<file path="src/rtl/dpfd_pkg.sv">
package dpfd_pkg;
  localparam int NCH = 2;

  typedef struct packed {
    logic up;
    logic dn;
    logic drv;
  } drive_t;
endpackage

</file>
<file path="src/rtl/dpfd_core.sv">
// Per-channel phase-frequency state: two flags that set on strobes and
// clear together one tick after both are high. Disarmed after reset or
// power save until a reference strobe realigns it.
module dpfd_core (
  input  logic clk,
  input  logic rst,
  input  logic sleep,
  input  logic ref_stb,
  input  logic fb_stb,
  output logic up_q,
  output logic dn_q
);
  logic armed_q;

  always_ff @(posedge clk) begin
    if (rst || sleep) begin
      up_q    <= 1'b0;
      dn_q    <= 1'b0;
      armed_q <= 1'b0;
    end else if (!armed_q) begin
      if (ref_stb) begin
        up_q    <= 1'b1;
        dn_q    <= 1'b1;
        armed_q <= 1'b1;
      end
    end else if (up_q && dn_q) begin
      up_q <= ref_stb;
      dn_q <= fb_stb;
    end else begin
      up_q <= up_q | ref_stb;
      dn_q <= dn_q | fb_stb;
    end
  end
endmodule

</file>
<file path="src/rtl/dpfd_lockmeter.sv">
// Counts ticks with exactly one of up/down high; judges each comparison
// at its overlap tick and maintains a hysteretic lock flag.
module dpfd_lockmeter #(
  parameter int ERR_W        = 5,
  parameter int LOCK_TICKS   = 1,
  parameter int UNLOCK_TICKS = 3,
  parameter int GOOD_RUNS    = 3
) (
  input  logic clk,
  input  logic rst,
  input  logic sleep,
  input  logic up_q,
  input  logic dn_q,
  output logic lock_q
);
  localparam int RUN_W = $clog2(GOOD_RUNS + 1);
  localparam logic [ERR_W-1:0] ERR_MAX    = '1;
  localparam logic [ERR_W-1:0] LOCK_LIM   = ERR_W'(LOCK_TICKS);
  localparam logic [ERR_W-1:0] UNLOCK_LIM = ERR_W'(UNLOCK_TICKS);
  localparam logic [RUN_W-1:0] RUN_LAST   = RUN_W'(GOOD_RUNS - 1);

  logic [ERR_W-1:0] err_q;
  logic [RUN_W-1:0] run_q;
  logic             overlap;
  logic             lone;

  assign overlap = up_q & dn_q;
  assign lone    = up_q ^ dn_q;

  always_ff @(posedge clk) begin
    if (rst) begin
      err_q  <= '0;
      run_q  <= '0;
      lock_q <= 1'b0;
    end else if (sleep) begin
      err_q <= '0;
      run_q <= '0;
    end else if (overlap) begin
      err_q <= '0;
      if (err_q >= UNLOCK_LIM) begin
        lock_q <= 1'b0;
        run_q  <= '0;
      end else if (err_q <= LOCK_LIM) begin
        if (run_q >= RUN_LAST) lock_q <= 1'b1;
        else                   run_q  <= run_q + 1'b1;
      end else begin
        run_q <= '0;
      end
    end else if (lone && (err_q != ERR_MAX)) begin
      err_q <= err_q + 1'b1;
    end
  end
endmodule

</file>
<file path="src/rtl/dpfd_monsel.sv">
// Combines channel lock flags and selects the shared monitor source.
module dpfd_monsel
  import dpfd_pkg::*;
(
  input  logic           clk,
  input  logic           rst,
  input  logic [NCH-1:0] lock_v,
  input  logic [NCH-1:0] sleep_v,
  input  logic [NCH-1:0] ref_v,
  input  logic [NCH-1:0] fb_v,
  input  logic           mon_sel,
  input  logic [1:0]     tap_sel,
  output logic           lock_all,
  output logic           mon_out
);
  logic lock_comb;
  logic tap;

  assign lock_comb = &(lock_v | sleep_v);
  assign tap       = tap_sel[1] ? fb_v[tap_sel[0]] : ref_v[tap_sel[0]];

  always_ff @(posedge clk) begin
    if (rst) begin
      lock_all <= 1'b0;
      mon_out  <= 1'b0;
    end else begin
      lock_all <= lock_comb;
      mon_out  <= mon_sel ? tap : lock_comb;
    end
  end
endmodule

</file>
<file path="src/rtl/dual_pfd_lock.sv">
module dual_pfd_lock
  import dpfd_pkg::*;
#(
  parameter int ERR_W        = 5,
  parameter int LOCK_TICKS   = 1,
  parameter int UNLOCK_TICKS = 3,
  parameter int GOOD_RUNS    = 3
) (
  input  logic       clk,
  input  logic       rst,
  input  logic       ref_a,
  input  logic       fb_a,
  input  logic       ref_b,
  input  logic       fb_b,
  input  logic       pol_a,
  input  logic       pol_b,
  input  logic       sleep_a,
  input  logic       sleep_b,
  input  logic       mon_sel,
  input  logic [1:0] tap_sel,
  output logic       up_a,
  output logic       dn_a,
  output logic       drv_a,
  output logic       up_b,
  output logic       dn_b,
  output logic       drv_b,
  output logic       lock_all,
  output logic       mon_out
);
  logic [NCH-1:0] ref_v, fb_v, pol_v, sleep_v;
  logic [NCH-1:0] up_raw, dn_raw;
  logic [NCH-1:0] up_o, dn_o, drv_o;
  logic [NCH-1:0] chan_lock;

  assign ref_v   = {ref_b, ref_a};
  assign fb_v    = {fb_b, fb_a};
  assign pol_v   = {pol_b, pol_a};
  assign sleep_v = {sleep_b, sleep_a};

  for (genvar i = 0; i < NCH; i++) begin : g_ch
    drive_t q;

    dpfd_core u_core (
      .clk     (clk),
      .rst     (rst),
      .sleep   (sleep_v[i]),
      .ref_stb (ref_v[i]),
      .fb_stb  (fb_v[i]),
      .up_q    (up_raw[i]),
      .dn_q    (dn_raw[i])
    );

    dpfd_lockmeter #(
      .ERR_W        (ERR_W),
      .LOCK_TICKS   (LOCK_TICKS),
      .UNLOCK_TICKS (UNLOCK_TICKS),
      .GOOD_RUNS    (GOOD_RUNS)
    ) u_meter (
      .clk    (clk),
      .rst    (rst),
      .sleep  (sleep_v[i]),
      .up_q   (up_raw[i]),
      .dn_q   (dn_raw[i]),
      .lock_q (chan_lock[i])
    );

    always_ff @(posedge clk) begin
      if (rst) begin
        q <= '0;
      end else begin
        q.up  <= !sleep_v[i] && (pol_v[i] ? up_raw[i] : dn_raw[i]);
        q.dn  <= !sleep_v[i] && (pol_v[i] ? dn_raw[i] : up_raw[i]);
        q.drv <= !sleep_v[i] && (up_raw[i] || dn_raw[i]);
      end
    end

    assign up_o[i]  = q.up;
    assign dn_o[i]  = q.dn;
    assign drv_o[i] = q.drv;
  end

  dpfd_monsel u_mon (
    .clk      (clk),
    .rst      (rst),
    .lock_v   (chan_lock),
    .sleep_v  (sleep_v),
    .ref_v    (ref_v),
    .fb_v     (fb_v),
    .mon_sel  (mon_sel),
    .tap_sel  (tap_sel),
    .lock_all (lock_all),
    .mon_out  (mon_out)
  );

  assign up_a  = up_o[0];
  assign dn_a  = dn_o[0];
  assign drv_a = drv_o[0];
  assign up_b  = up_o[1];
  assign dn_b  = dn_o[1];
  assign drv_b = drv_o[1];
endmodule

</file>
<file path="config.mk">
export PLATFORM = sky130hd
export DESIGN_NAME = dual_pfd_lock
export DESIGN_NICKNAME = d
export VERILOG_FILES = /design/src/rtl/dpfd_pkg.sv /design/src/rtl/dpfd_core.sv /design/src/rtl/dpfd_lockmeter.sv /design/src/rtl/dpfd_monsel.sv /design/src/rtl/dual_pfd_lock.sv
export SDC_FILE = /design/constraint.sdc
export NUM_CORES = 1
export LEC_CHECK = 0
export BUFFER_PORTS_ARGS = -buffer_cell sky130_fd_sc_hd__buf_4
export CAP_MARGIN = 20
export CORE_MARGIN = 5
export CORE_UTILIZATION = 55
export CTS_BUF_LIST = sky130_fd_sc_hd__clkbuf_4 sky130_fd_sc_hd__clkbuf_8 sky130_fd_sc_hd__clkbuf_16
export DETAILED_ROUTE_END_ITERATION = 10
export GPL_TIMING_DRIVEN = 0
export PLACE_DENSITY = 0.84
export SYNTH_ARGS = -nofsm -noshare
export SYNTH_HDL_FRONTEND = slang
export SYNTH_SLANG_ARGS = --single-unit
</file>
<file path="constraint.sdc">
create_clock -name clk -period 2.81 [get_ports clk]
set_input_delay 0.281 -clock clk [delete_from_list [all_inputs] [get_ports clk]]
set_output_delay 0.281 -clock clk [all_outputs]
set_load 0.01 [all_outputs]
</file>
==> flow_summary_export.csv, run 1 <==
group,metric,value,unit
worst_setup_path,critPathCapture,"g_ch[0].u_meter.err_q[3]",
min_path,worst_hold_path.num_cells,2,
cells_and_area,num-nets-final,209,
clocking,cts-htree-levels,2,
synth,synth_fa_ha_area_share,10.5,%
clocking,cts.root.buffer_cell,"clkbuf_4",
floorplanning,die_w,61.0,µm
timing,rsz0062_at_grt,"false",
floorplanning,std_cell_rows,18,
routing,firstDrtPassIters,4,
timing,finalCriticalPeriod,1.78,ns
synth,synth_top_area_share,42.0,%
synth,synthSimpleGateAreaFrac,21.7,%
worst_setup_path,end_kind,"flip-flop",
worst_setup_path,path_cells,"ha_1, and3_1, ha_1, nand2b_1, or3_1, a21oi_1",
timing,setup_tns,0,ns
power_and_ir_drop,p_leak,0.723,nW
timing,slew_headroom,77.3,%
routing,via_count,1180,
worst_setup_path,rr_worst_depth,6,
grt,grt_usage,18.5,%
cells_and_area,multi_input_area,764,µm²
routing,antenna_left,0,
synth,synthDistinctLibCells,32,
placement,dpl_worst_slack,1.05,ns
routing,topRoutingLayerUsed,"met4",
routing,wl_per_cell,12.8,µm
worst_setup_path,critical_path.max_fanout,6,
clocking,clockBufferDepth,2,
clocking,hold_buffers,0,
grt,antenna_found_initial,0,
floorplanning,core,2480,µm²
timing,tightestPinTransition,0.337,ns
worst_setup_path,start_kind,"flip-flop",
worst_setup_path,r2r_slack,1.03,ns
placement,place.gp.congestion,0.801,
timing,hold_viol,0,
worst_setup_path,r2r_end,"g_ch[0].u_meter.err_q[3]",
clocking,cts_tree,"yes",
grt,grt_overflow_total,0,
worst_setup_path,slowest_delay,0.38,ns
timing,slew_viol_final,0,
timing,finalSetupViolations,0,
synth,synth-compound-area-share,12.3,%
synth,synth_xor_area_share,2.45,%
synth,yosysSeqAreaShare,42.0,%
routing,routed-wl-met2,1330,µm
routing,wl_met1,1180,µm
routing,drcViolationCount,0,
timing,finClkSkew,0.00633,ns
power_and_ir_drop,ir_drop,0.000413,V
floorplanning,die_h,61.0,µm
synth,synth.area.top_cells,"dfxtp_1 42%, ha_1 11%, nor2_1 6.0%",
clocking,cts.clk_slew.worst_paths,0.09,ns
worst_setup_path,cp_slowest_cell,"dfxtp_1",
power_and_ir_drop,p_total,806,µW
placement,dp_cells,207,
placement,port_buffers,20,
synth,synth-seq-cells,30,
clocking,cts_made_buffers,5,
floorplanning,initial_core_util,57.7,%
synth,synth_top_family_by_area,"simple AND/OR/NAND/NOR gates",
synth,syn_area,1430,µm²
clocking,cts_resized,0,
synth,synthCells,157,
routing,avgViaCountPerCell,5.49,
clocking,postCtsSetupBuffers,0,
routing,drt-initial-drc-count,65,
timing,fmax,560,MHz
cells_and_area,fin_cells,215,
run,maxCapViolCount,0,
synth,yosysWarnings,0,
timing,hold_ws,0.146,ns
cells_and_area,drive_gt1_share,18.4,%
worst_setup_path,critPathLaunch,"g_ch[0].u_meter.err_q[0]",
cells_and_area,layout.area.seq,601,µm²
synth,synth_area_leader_cell,"dfxtp_1",
routing,met3_wirelength,189,µm
grt,grt_pass1_wl,5000,µm
floorplanning,ios,21,
worst_setup_path,r2r_start,"g_ch[0].u_meter.err_q[0]",
synth,avgSynthCellArea,9.10,µm²
grt,grt_pass1_vias,1227,
cells_and_area,diodes,0,
status,outcome,"finished, final reports clean",
worst_setup_path,required,3.07,ns
min_path,hp-class,"in2reg",
routing,finalWirelength,2750,µm
worst_setup_path,crit_top_cell,"ha_1",
floorplanning,die_area,3720,µm²
worst_setup_path,worst-setup-path-type,"reg2reg",
grt,grt_max_degree,11,
synth,synthMuxAreaShare,6.48,%
clocking,clock_latency,0.33,ns
cells_and_area,num-fill-cells,208,
cells_and_area,areaGrowthSynthToFinish,17.6,%
power_and_ir_drop,powerDensity,480,nW/µm²
clocking,cts.sinks,30,
placement,place_hpwl,2090,µm
timing,period_share,63.5,%
worst_setup_path,cp.arrival,2.05,ns
synth,synthesis.nets,182,
timing,worst_slack,1.03,ns
-- state kept, by name, summed over array words and instances, names as in the netlist --
signal / flops
dn_a: 1
dn_b: 1
drv_a: 1
drv_b: 1
g_ch.u_core.armed_q: 2
g_ch.u_core.dn_q: 2
g_ch.u_core.up_q: 2
g_ch.u_meter.err_q: 10
g_ch.u_meter.lock_q: 2
g_ch.u_meter.run_q: 4
u_mon.lock_all: 1
u_mon.mon_out: 1
up_a: 1
up_b: 1
-- synth_stat cells --
cell       n
nor2_1    23
o21ai_0    5
nor2b_1    4
o31ai_1    2
buf_6      2
or2_1      1
nand3_1    4
a31oi_1    1
o41ai_1    1
clkbuf_1   2
nand2_1    7
nor3b_1    2
and3_1     3
dfxtp_1   30
xnor2_1    2
mux4_2     1
a211oi_1   4
a21oi_1   12
ha_1      12
nand2b_1   1
xor2_1     2
or3_1      5
a41oi_1    1
o21bai_1   2
a21o_1     1
nand3b_1   3
inv_1      9
nor3_1     2
nor4b_1    2
mux2i_1    7
nor4_1     1
or2_2      3
-- placed cells by master, fill, tap and decap left out, drive strengths merged, types with 3 or more instances in the layout --
master | synthesis | routed
dfxtp | 30 | 30
nor2 | 23 | 23
buf | 2 | 22
a21oi | 12 | 12
ha | 12 | 12
inv | 9 | 9
clkbuf | 2 | 9
mux2i | 7 | 7
nand2 | 7 | 7
o21ai | 5 | 5
or3 | 5 | 5
nor2b | 4 | 4
a211oi | 4 | 4
nand3 | 4 | 4
or2 | 4 | 4
and3 | 3 | 3
nand3b | 3 | 3
-- area by class of cell --
class	count	share of cell area, %
multi-input combinational	114	45.5
sequential	30	35.7
timing repair buffer	20	8.94
clock buffer	7	3.50
tap	30	2.23
inverter	9	2.01
buffer	4	1.79
clock inverter	1	0.298
-- per-stage QoR --
step           instance area, µm²  utilization, %
2_1_floorplan                1430               -
3_3_place_gp                 1620            65.3
3_5_place_dp                 1620            65.3
4_1_cts                      1680            67.8
5_1_grt                      1680            67.8
6_report                     1680            67.8
-- report_power, final --
| part | switching, mW | internal (mW) |
|---|---|---|
| clock | 0.142 | 0.131 |
| combinational | 0.0432 | 0.0442 |
| sequential | 0.0103 | 0.436 |
| total | 0.195 | 0.611 |
-- layer usage --
| layer | track usage (%) | vias up |
|---|---|---|
| met1 | 19.0 | 545 |
| met5 | 0 | - |
| met4 | 8.05 | 0 |
| met2 | 32.8 | 25 |
| li1 | - | 604 |
| met3 | 7.45 | 6 |
-- worst max-delay path, delay by kind of cell, from the launching register on --
| family | cells | cell delay [ns] |
|---|---|---|
| AOI/OAI and AO/OA | 1 | 0.15 |
| and+or+nand+nor | 3 | 0.73 |
| DFF | 1 | 0.38 |
| adders and majority gates | 2 | 0.47 |
-- worst min path at each step --
| stage | start | to | slack (ns) |
|---|---|---|---|
| floorplan | mon_sel | u_mon.mon_out | 0.38 |
| global placement | g_ch[0].u_meter.err_q[4] | g_ch[0].u_meter.err_q[4] | 0.47 |
| detailed placement | g_ch[0].u_meter.err_q[4] | g_ch[0].u_meter.err_q[4] | 0.48 |
| CTS | mon_sel | u_mon.mon_out | 0.14 |
| global route | mon_sel | u_mon.mon_out | 0.13 |
| finish | mon_sel | u_mon.mon_out | 0.15 |
-- cell families after synthesis --
| family | count (synthesis) |
|---|---|
| flip-flops | 30 |
| XOR/XNOR | 4 |
| adder cells (fa/ha/maj) | 12 |
| buffers and inverters | 13 |
| AND/OR/NAND/NOR | 61 |
| AO/OA/AOI/OAI | 29 |
| multiplexers | 8 |
Power figures use the tool's default switching activity.
==> run 2, diff against run 1 <==
- clock period: 2.81 -> 1.7 ns (I/O delays scaled with it)
==> flow_summary_export.csv, run 2 (same netlist as run 1, synthesis figures left out) <==
group,metric,value,unit
cells_and_area,final_cell_mix,"27 x dfxtp_1, 23 x nor2_1, 22 x buf_4",
timing,finalCriticalPeriod,1.66,ns
floorplanning,ios,21,
floorplanning,die_area,3720,µm²
grt,grt_overflow_total,0,
grt,grt_pass1_vias,1233,
cells_and_area,num-nets-final,210,
floorplanning,std_cell_rows,18,
routing,antenna_left,0,
routing,drcViolationCount,0,
timing,finalSetupViolations,0,
min_path,hp-class,"in2reg",
cells_and_area,layout.area.seq,607,µm²
routing,finalWirelength,2960,µm
grt,grt_max_degree,11,
clocking,cts.sinks,30,
worst_setup_path,cp.arrival,1.93,ns
cells_and_area,areaGrowthSynthToFinish,21.2,%
clocking,hold_buffers,0,
routing,drt-initial-drc-count,67,
placement,place_hpwl,2090,µm
grt,grt_usage,19.0,%
status,outcome,"finished, final reports clean",
worst_setup_path,crit_family,"simple AND/OR/NAND/NOR gates",
power_and_ir_drop,pwr-share-clk,33.8,%
cells_and_area,top_register,"g_ch.u_meter.err_q",
clocking,cts.clk_slew.worst_paths,0.09,ns
grt,grt_pass1_wl,5150,µm
cells_and_area,multi_input_area,798,µm²
grt,globalRoute.busiestLayer,"met2",
cells_and_area,diodes,0,
run,maxCapViolCount,0,
cells_and_area,layout_commonest_cell,"dfxtp_1",
floorplanning,core,2480,µm²
timing,fmax,601,MHz
worst_setup_path,path_cells,"ha_2, and3_4, ha_2, nand2b_4, or3_4, a21oi_2",
cells_and_area,largest_reg_flops,10,
power_and_ir_drop,p_leak,0.730,nW
timing,tightestPinTransition,0.349,ns
power_and_ir_drop,pwr-share-comb,11.6,%
timing,period_share,97.9,%
placement,port_buffers,20,
timing,slew_viol_final,0,
worst_setup_path,cp_slowest_cell,"dfxtp_4",
clocking,cts-htree-levels,2,
power_and_ir_drop,sw_frac_of_total,24.7,%
worst_setup_path,end_kind,"flip-flop",
worst_setup_path,worst-setup-path-type,"reg2reg",
grt,use_met1,20.1,%
power_and_ir_drop,ir_drop,0.000705,V
floorplanning,die_w,61.0,µm
floorplanning,die_h,61.0,µm
worst_setup_path,path_buf_inv,0,
timing,hold_ws,0.0330,ns
cells_and_area,num-fill-cells,197,
timing,worst_slack,0.0365,ns
cells_and_area,drive_gt1_share,25.3,%
floorplanning,initial_core_util,57.7,%
power_and_ir_drop,netSwitchingPower,334,µW
cells_and_area,reg_top3,"g_ch.u_meter.err_q (10), g_ch.u_meter.run_q (4)",
power_and_ir_drop,intPower,1.02,mW
worst_setup_path,crit_top_cell,"ha_2",
clocking,cts_made_buffers,5,
worst_setup_path,required,1.97,ns
power_and_ir_drop,seq_power_share,54.7,%
power_and_ir_drop,powerDensity,780,nW/µm²
worst_setup_path,critical_path.max_fanout,6,
routing,firstDrtPassIters,4,
placement,dpl_worst_slack,-0.0605,ns
timing,slew_headroom,76.5,%
worst_setup_path,slowest_delay,0.38,ns
worst_setup_path,r2r_slack,0.04,ns
grt,grtUsageMet3,7.45,%
grt,antenna_found_initial,0,
routing,avgViaCountPerCell,5.54,
clocking,clock_latency,0.32,ns
timing,hold_viol,0,
grt,grtUsageMet2,33.6,%
routing,wl_per_cell,13.7,µm
placement,place.gp.congestion,0.801,
timing,finClkSkew,0.00550,ns
routing,via_count,1197,
clocking,cts_tree,"yes",
clocking,clockBufferDepth,2,
worst_setup_path,start_kind,"flip-flop",
clocking,cts.root.buffer_cell,"clkbuf_4",
run 2: changes by cell type in the layout (fill, tap and decap cells not counted), sizes merged:
cell    before  now
clkbuf       9    8
buf         22   24
run 2: repair_timing:
item	4_1_cts	5_1_grt
endpoints found under the hold margin	0	0
gates resized for setup	6	9
setup endpoints to repair	4	6
gates cloned	0	0
setup buffers	0	1
pin swaps	1	1
run 2: per-stage QoR:
step / power, mW / util, % / setup TNS (ns) / area, µm² / std cells
global placement: 0.892 / 65.3 / -0.00357 / 1620 / 207
global route: 1.42 / 69.9 / -0.00563 / 1730 / 216
floorplan: 0.839 / - / 0 / 1430 / 157
detailed placement: 0.900 / 65.3 / -0.0966 / 1620 / 207
CTS: 1.35 / 68.6 / 0 / 1700 / 215
finish: 1.35 / 69.9 / 0 / 1730 / 216
run 2: worst paths after layout:
kind	startpoint	endpoint	cells past startpoint
worst max-delay path	g_ch[0].u_meter.err_q[0]	g_ch[0].u_meter.err_q[3]	6
worst min-delay path	mon_sel	u_mon.mon_out	2
worst max register to register	g_ch[0].u_meter.err_q[0]	g_ch[0].u_meter.err_q[3]	6
worst min register to register	g_ch[0].u_meter.err_q[4]	g_ch[0].u_meter.err_q[4]	2
run 2: power groups by stage:
| stage | sequential (mW) | combinational [mW] | clock (mW) |
|---|---|---|---|
| floorplan | 0.755 | 0.0843 | 0 |
| global placement | 0.753 | 0.139 | 0 |
| detailed placement | 0.755 | 0.145 | 0 |
| CTS | 0.738 | 0.150 | 0.466 |
| global route | 0.741 | 0.174 | 0.506 |
| finish | 0.738 | 0.156 | 0.456 |
run 2: routing by layer:
layer	up-vias	part of all wire (%)
li1	605	-
met1	555	42
met2	27	50
met3	10	6.5
met4	0	2.0
met5	-	0
run 2: cell type report:
| type | instances | share of cell area, % |
|---|---|---|
| Buffer | 4 | 1.95 |
| Clock buffer | 7 | 3.40 |
| Clock inverter | 1 | 0.289 |
| Inverter | 9 | 1.95 |
| Multi-Input combinational cell | 114 | 46.1 |
| Sequential cell | 30 | 35.0 |
| Tap cell | 30 | 2.17 |
| Timing Repair Buffer | 21 | 9.10 |
run 2: worst reg2reg max path, cell delays in order, from the launching register on:
cell	delay [ns]
dfxtp_4	0.38
ha_2	0.20
and3_4	0.18
ha_2	0.20
nand2b_4	0.15
or3_4	0.37
a21oi_2	0.14
==> run 3, diff against run 2 <==
- CORE_ASPECT_RATIO: unset -> 1.25
==> flow_summary_export.csv, run 3 (same netlist as run 1, synthesis figures left out) <==
group,metric,value,unit
status,outcome,"finished, final reports clean",
grt,grtUsageMet3,4.26,%
routing,antenna_left,0,
placement,place_area,1620,µm²
cells_and_area,design_area,1720,µm²
cells_and_area,fin_cells,219,
placement,place.gp.congestion,0.765,
grt,globalRoute.busiestLayer,"met2",
worst_setup_path,rr_worst_depth,6,
worst_setup_path,end_kind,"flip-flop",
timing,rsz0062_at_grt,"false",
floorplanning,die_h,67.0,µm
timing,finClkSkew,0.00753,ns
floorplanning,die_w,55.6,µm
cells_and_area,layout_commonest_cell,"dfxtp_1",
routing,drcViolationCount,0,
placement,dpl_worst_slack,-0.0925,ns
cells_and_area,drive_gt1_share,24.2,%
min_path,worstHoldEndpoint,"u_mon.mon_out",
timing,finalCriticalPeriod,1.64,ns
cells_and_area,layout.area.seq,607,µm²
power_and_ir_drop,seq_power_share,56.1,%
power_and_ir_drop,powerDensity,762,nW/µm²
grt,grt_pass1_vias,1151,
run,maxCapViolCount,0,
routing,drt-initial-drc-count,36,
worst_setup_path,critical_path.max_fanout,3,
timing,finalSetupViolations,0,
worst_setup_path,worst-setup-path-type,"reg2reg",
timing,fmax,609,MHz
timing,tightestPinTransition,0.338,ns
clocking,cts-htree-levels,2,
worst_setup_path,required,1.97,ns
routing,firstDrtPassIters,4,
worst_setup_path,start_kind,"flip-flop",
worst_setup_path,cp.arrival,1.91,ns
cells_and_area,largest_reg_flops,10,
power_and_ir_drop,p_total,1.31,mW
clocking,cts.clk_slew.worst_paths,0.09,ns
timing,hold_ws,0.0405,ns
cells_and_area,final_cell_mix,"27 x dfxtp_1, 23 x nor2_1, 22 x buf_4",
min_path,hp-class,"in2reg",
clocking,cts_made_buffers,5,
cells_and_area,top_register,"g_ch.u_meter.err_q",
floorplanning,ios,21,
power_and_ir_drop,p_leak,0.729,nW
placement,dp_cells,210,
clocking,clockBufferDepth,2,
placement,port_buffers,20,
worst_setup_path,crit_top_cell,"ha_2",
clocking,cts_tree,"yes",
cells_and_area,reg_top3,"g_ch.u_meter.err_q (10), g_ch.u_meter.run_q (4)",
grt,grt_max_degree,11,
routing,finalWirelength,2870,µm
clocking,hold_buffers,0,
timing,period_share,96.6,%
power_and_ir_drop,pwr-share-comb,12.2,%
cells_and_area,num-fill-cells,218,
min_path,worst_hold_path.num_cells,2,
grt,antenna_found_initial,0,
min_path,min_from,"mon_sel",
worst_setup_path,r2r_start,"g_ch[0].u_meter.err_q[0]",
grt,grt_usage,16.6,%
timing,slew_headroom,77.3,%
routing,via_count,1186,
clocking,cts.root.buffer_cell,"clkbuf_4",
timing,worst_slack,0.0581,ns
worst_setup_path,crit_family,"simple AND/OR/NAND/NOR gates",
clocking,cts.sinks,30,
worst_setup_path,path_cells,"ha_2, and3_1, ha_2, nand2b_4, or3_1, a21oi_2",
worst_setup_path,r2r_slack,0.06,ns
routing,wl_per_cell,13.1,µm
worst_setup_path,slowest_delay,0.36,ns
cells_and_area,diodes,0,
grt,grt_pass1_wl,4690,µm
grt,grtUsageMet2,31.4,%
worst_setup_path,r2r_end,"g_ch[0].u_meter.err_q[3]",
grt,use_met1,15.8,%
timing,hold_viol,0,
clocking,clock_latency,0.33,ns
worst_setup_path,cp_slowest_cell,"dfxtp_4",
grt,grt_overflow_total,0,
cells_and_area,num-nets-final,211,
power_and_ir_drop,sw_frac_of_total,24.6,%
routing,avgViaCountPerCell,5.42,
cells_and_area,multi_input_area,788,µm²
power_and_ir_drop,ir_drop,0.000565,V
worst_setup_path,path_buf_inv,0,
power_and_ir_drop,netSwitchingPower,323,µW
timing,slew_viol_final,0,
power_and_ir_drop,pwr-share-clk,31.7,%
cells_and_area,areaGrowthSynthToFinish,20.5,%
floorplanning,die_area,3720,µm²
floorplanning,core,2450,µm²
floorplanning,std_cell_rows,20,
power_and_ir_drop,intPower,989,µW
placement,place_hpwl,2230,µm
floorplanning,initial_core_util,58.3,%
run 3: changes by cell type in the layout (fill, tap and decap cells not counted), sizes merged:
cell	before	now
clkinv	1	0
clkbuf	8	9
run 3: worst max-delay path by stage:
stage	cells past startpoint	from	endpoint
detailed placement	7	g_ch[1].u_meter.err_q[0]	g_ch[1].u_meter.err_q[1]
global route	7	g_ch[1].u_meter.err_q[1]	g_ch[1].u_meter.err_q[4]
finish	6	g_ch[0].u_meter.err_q[0]	g_ch[0].u_meter.err_q[3]
global placement	7	g_ch[1].u_meter.err_q[0]	g_ch[1].u_meter.err_q[4]
floorplan	6	g_ch[0].u_meter.err_q[0]	g_ch[0].u_meter.err_q[3]
CTS	6	g_ch[0].u_meter.err_q[0]	g_ch[0].u_meter.err_q[3]
run 3: worst reg2reg max path: stages (launching register included):
cell,delay [ns]
dfxtp_4,0.36
ha_2,0.19
and3_1,0.18
ha_2,0.20
nand2b_4,0.15
or3_1,0.36
a21oi_2,0.14
run 3: cell type report:
type | instances | share of cell area (%)
plain buffers | 4 | 1.96
repair buffers | 22 | 9.59
flip-flops and latches | 30 | 35.2
inverters | 9 | 1.96
well taps | 33 | 2.40
multi-input cells | 114 | 45.8
clock buffers | 7 | 3.05
run 3: timing repair:
| action | CTS | global route |
|---|---|---|
| endpoints found under the setup margin | 6 | 4 |
| gates resized for setup | 7 | 5 |
| setup buffers | 0 | 2 |
| pin swaps | 0 | 0 |
| hold endpoints to repair | 0 | 0 |
| gates cloned | 0 | 0 |
run 3: metal layers:
| metal | wire length (µm) | share of wire, % |
|---|---|---|
| met1 | 1190 | 41 |
| met4 | 63 | 2.2 |
| met5 | 0 | 0 |
| met3 | 119 | 4.1 |
| met2 | 1500 | 52 |
run 3: metrics by stage:
step                setup TNS (ns)  util (%)
floorplan                        0         -
global placement                 0      66.1
detailed placement          -0.239      66.1
CTS                              0      69.0
global route                     0      70.2
finish                           0      70.2
run 3: power by group through the flow:
stage	Sequential [mW]	Combinational, mW	Clock, mW
after global routing	0.740	0.177	0.468
after floorplan	0.755	0.0843	0
after CTS	0.737	0.154	0.440
after global placement	0.753	0.140	0
final	0.736	0.161	0.416
after detailed placement	0.754	0.148	0
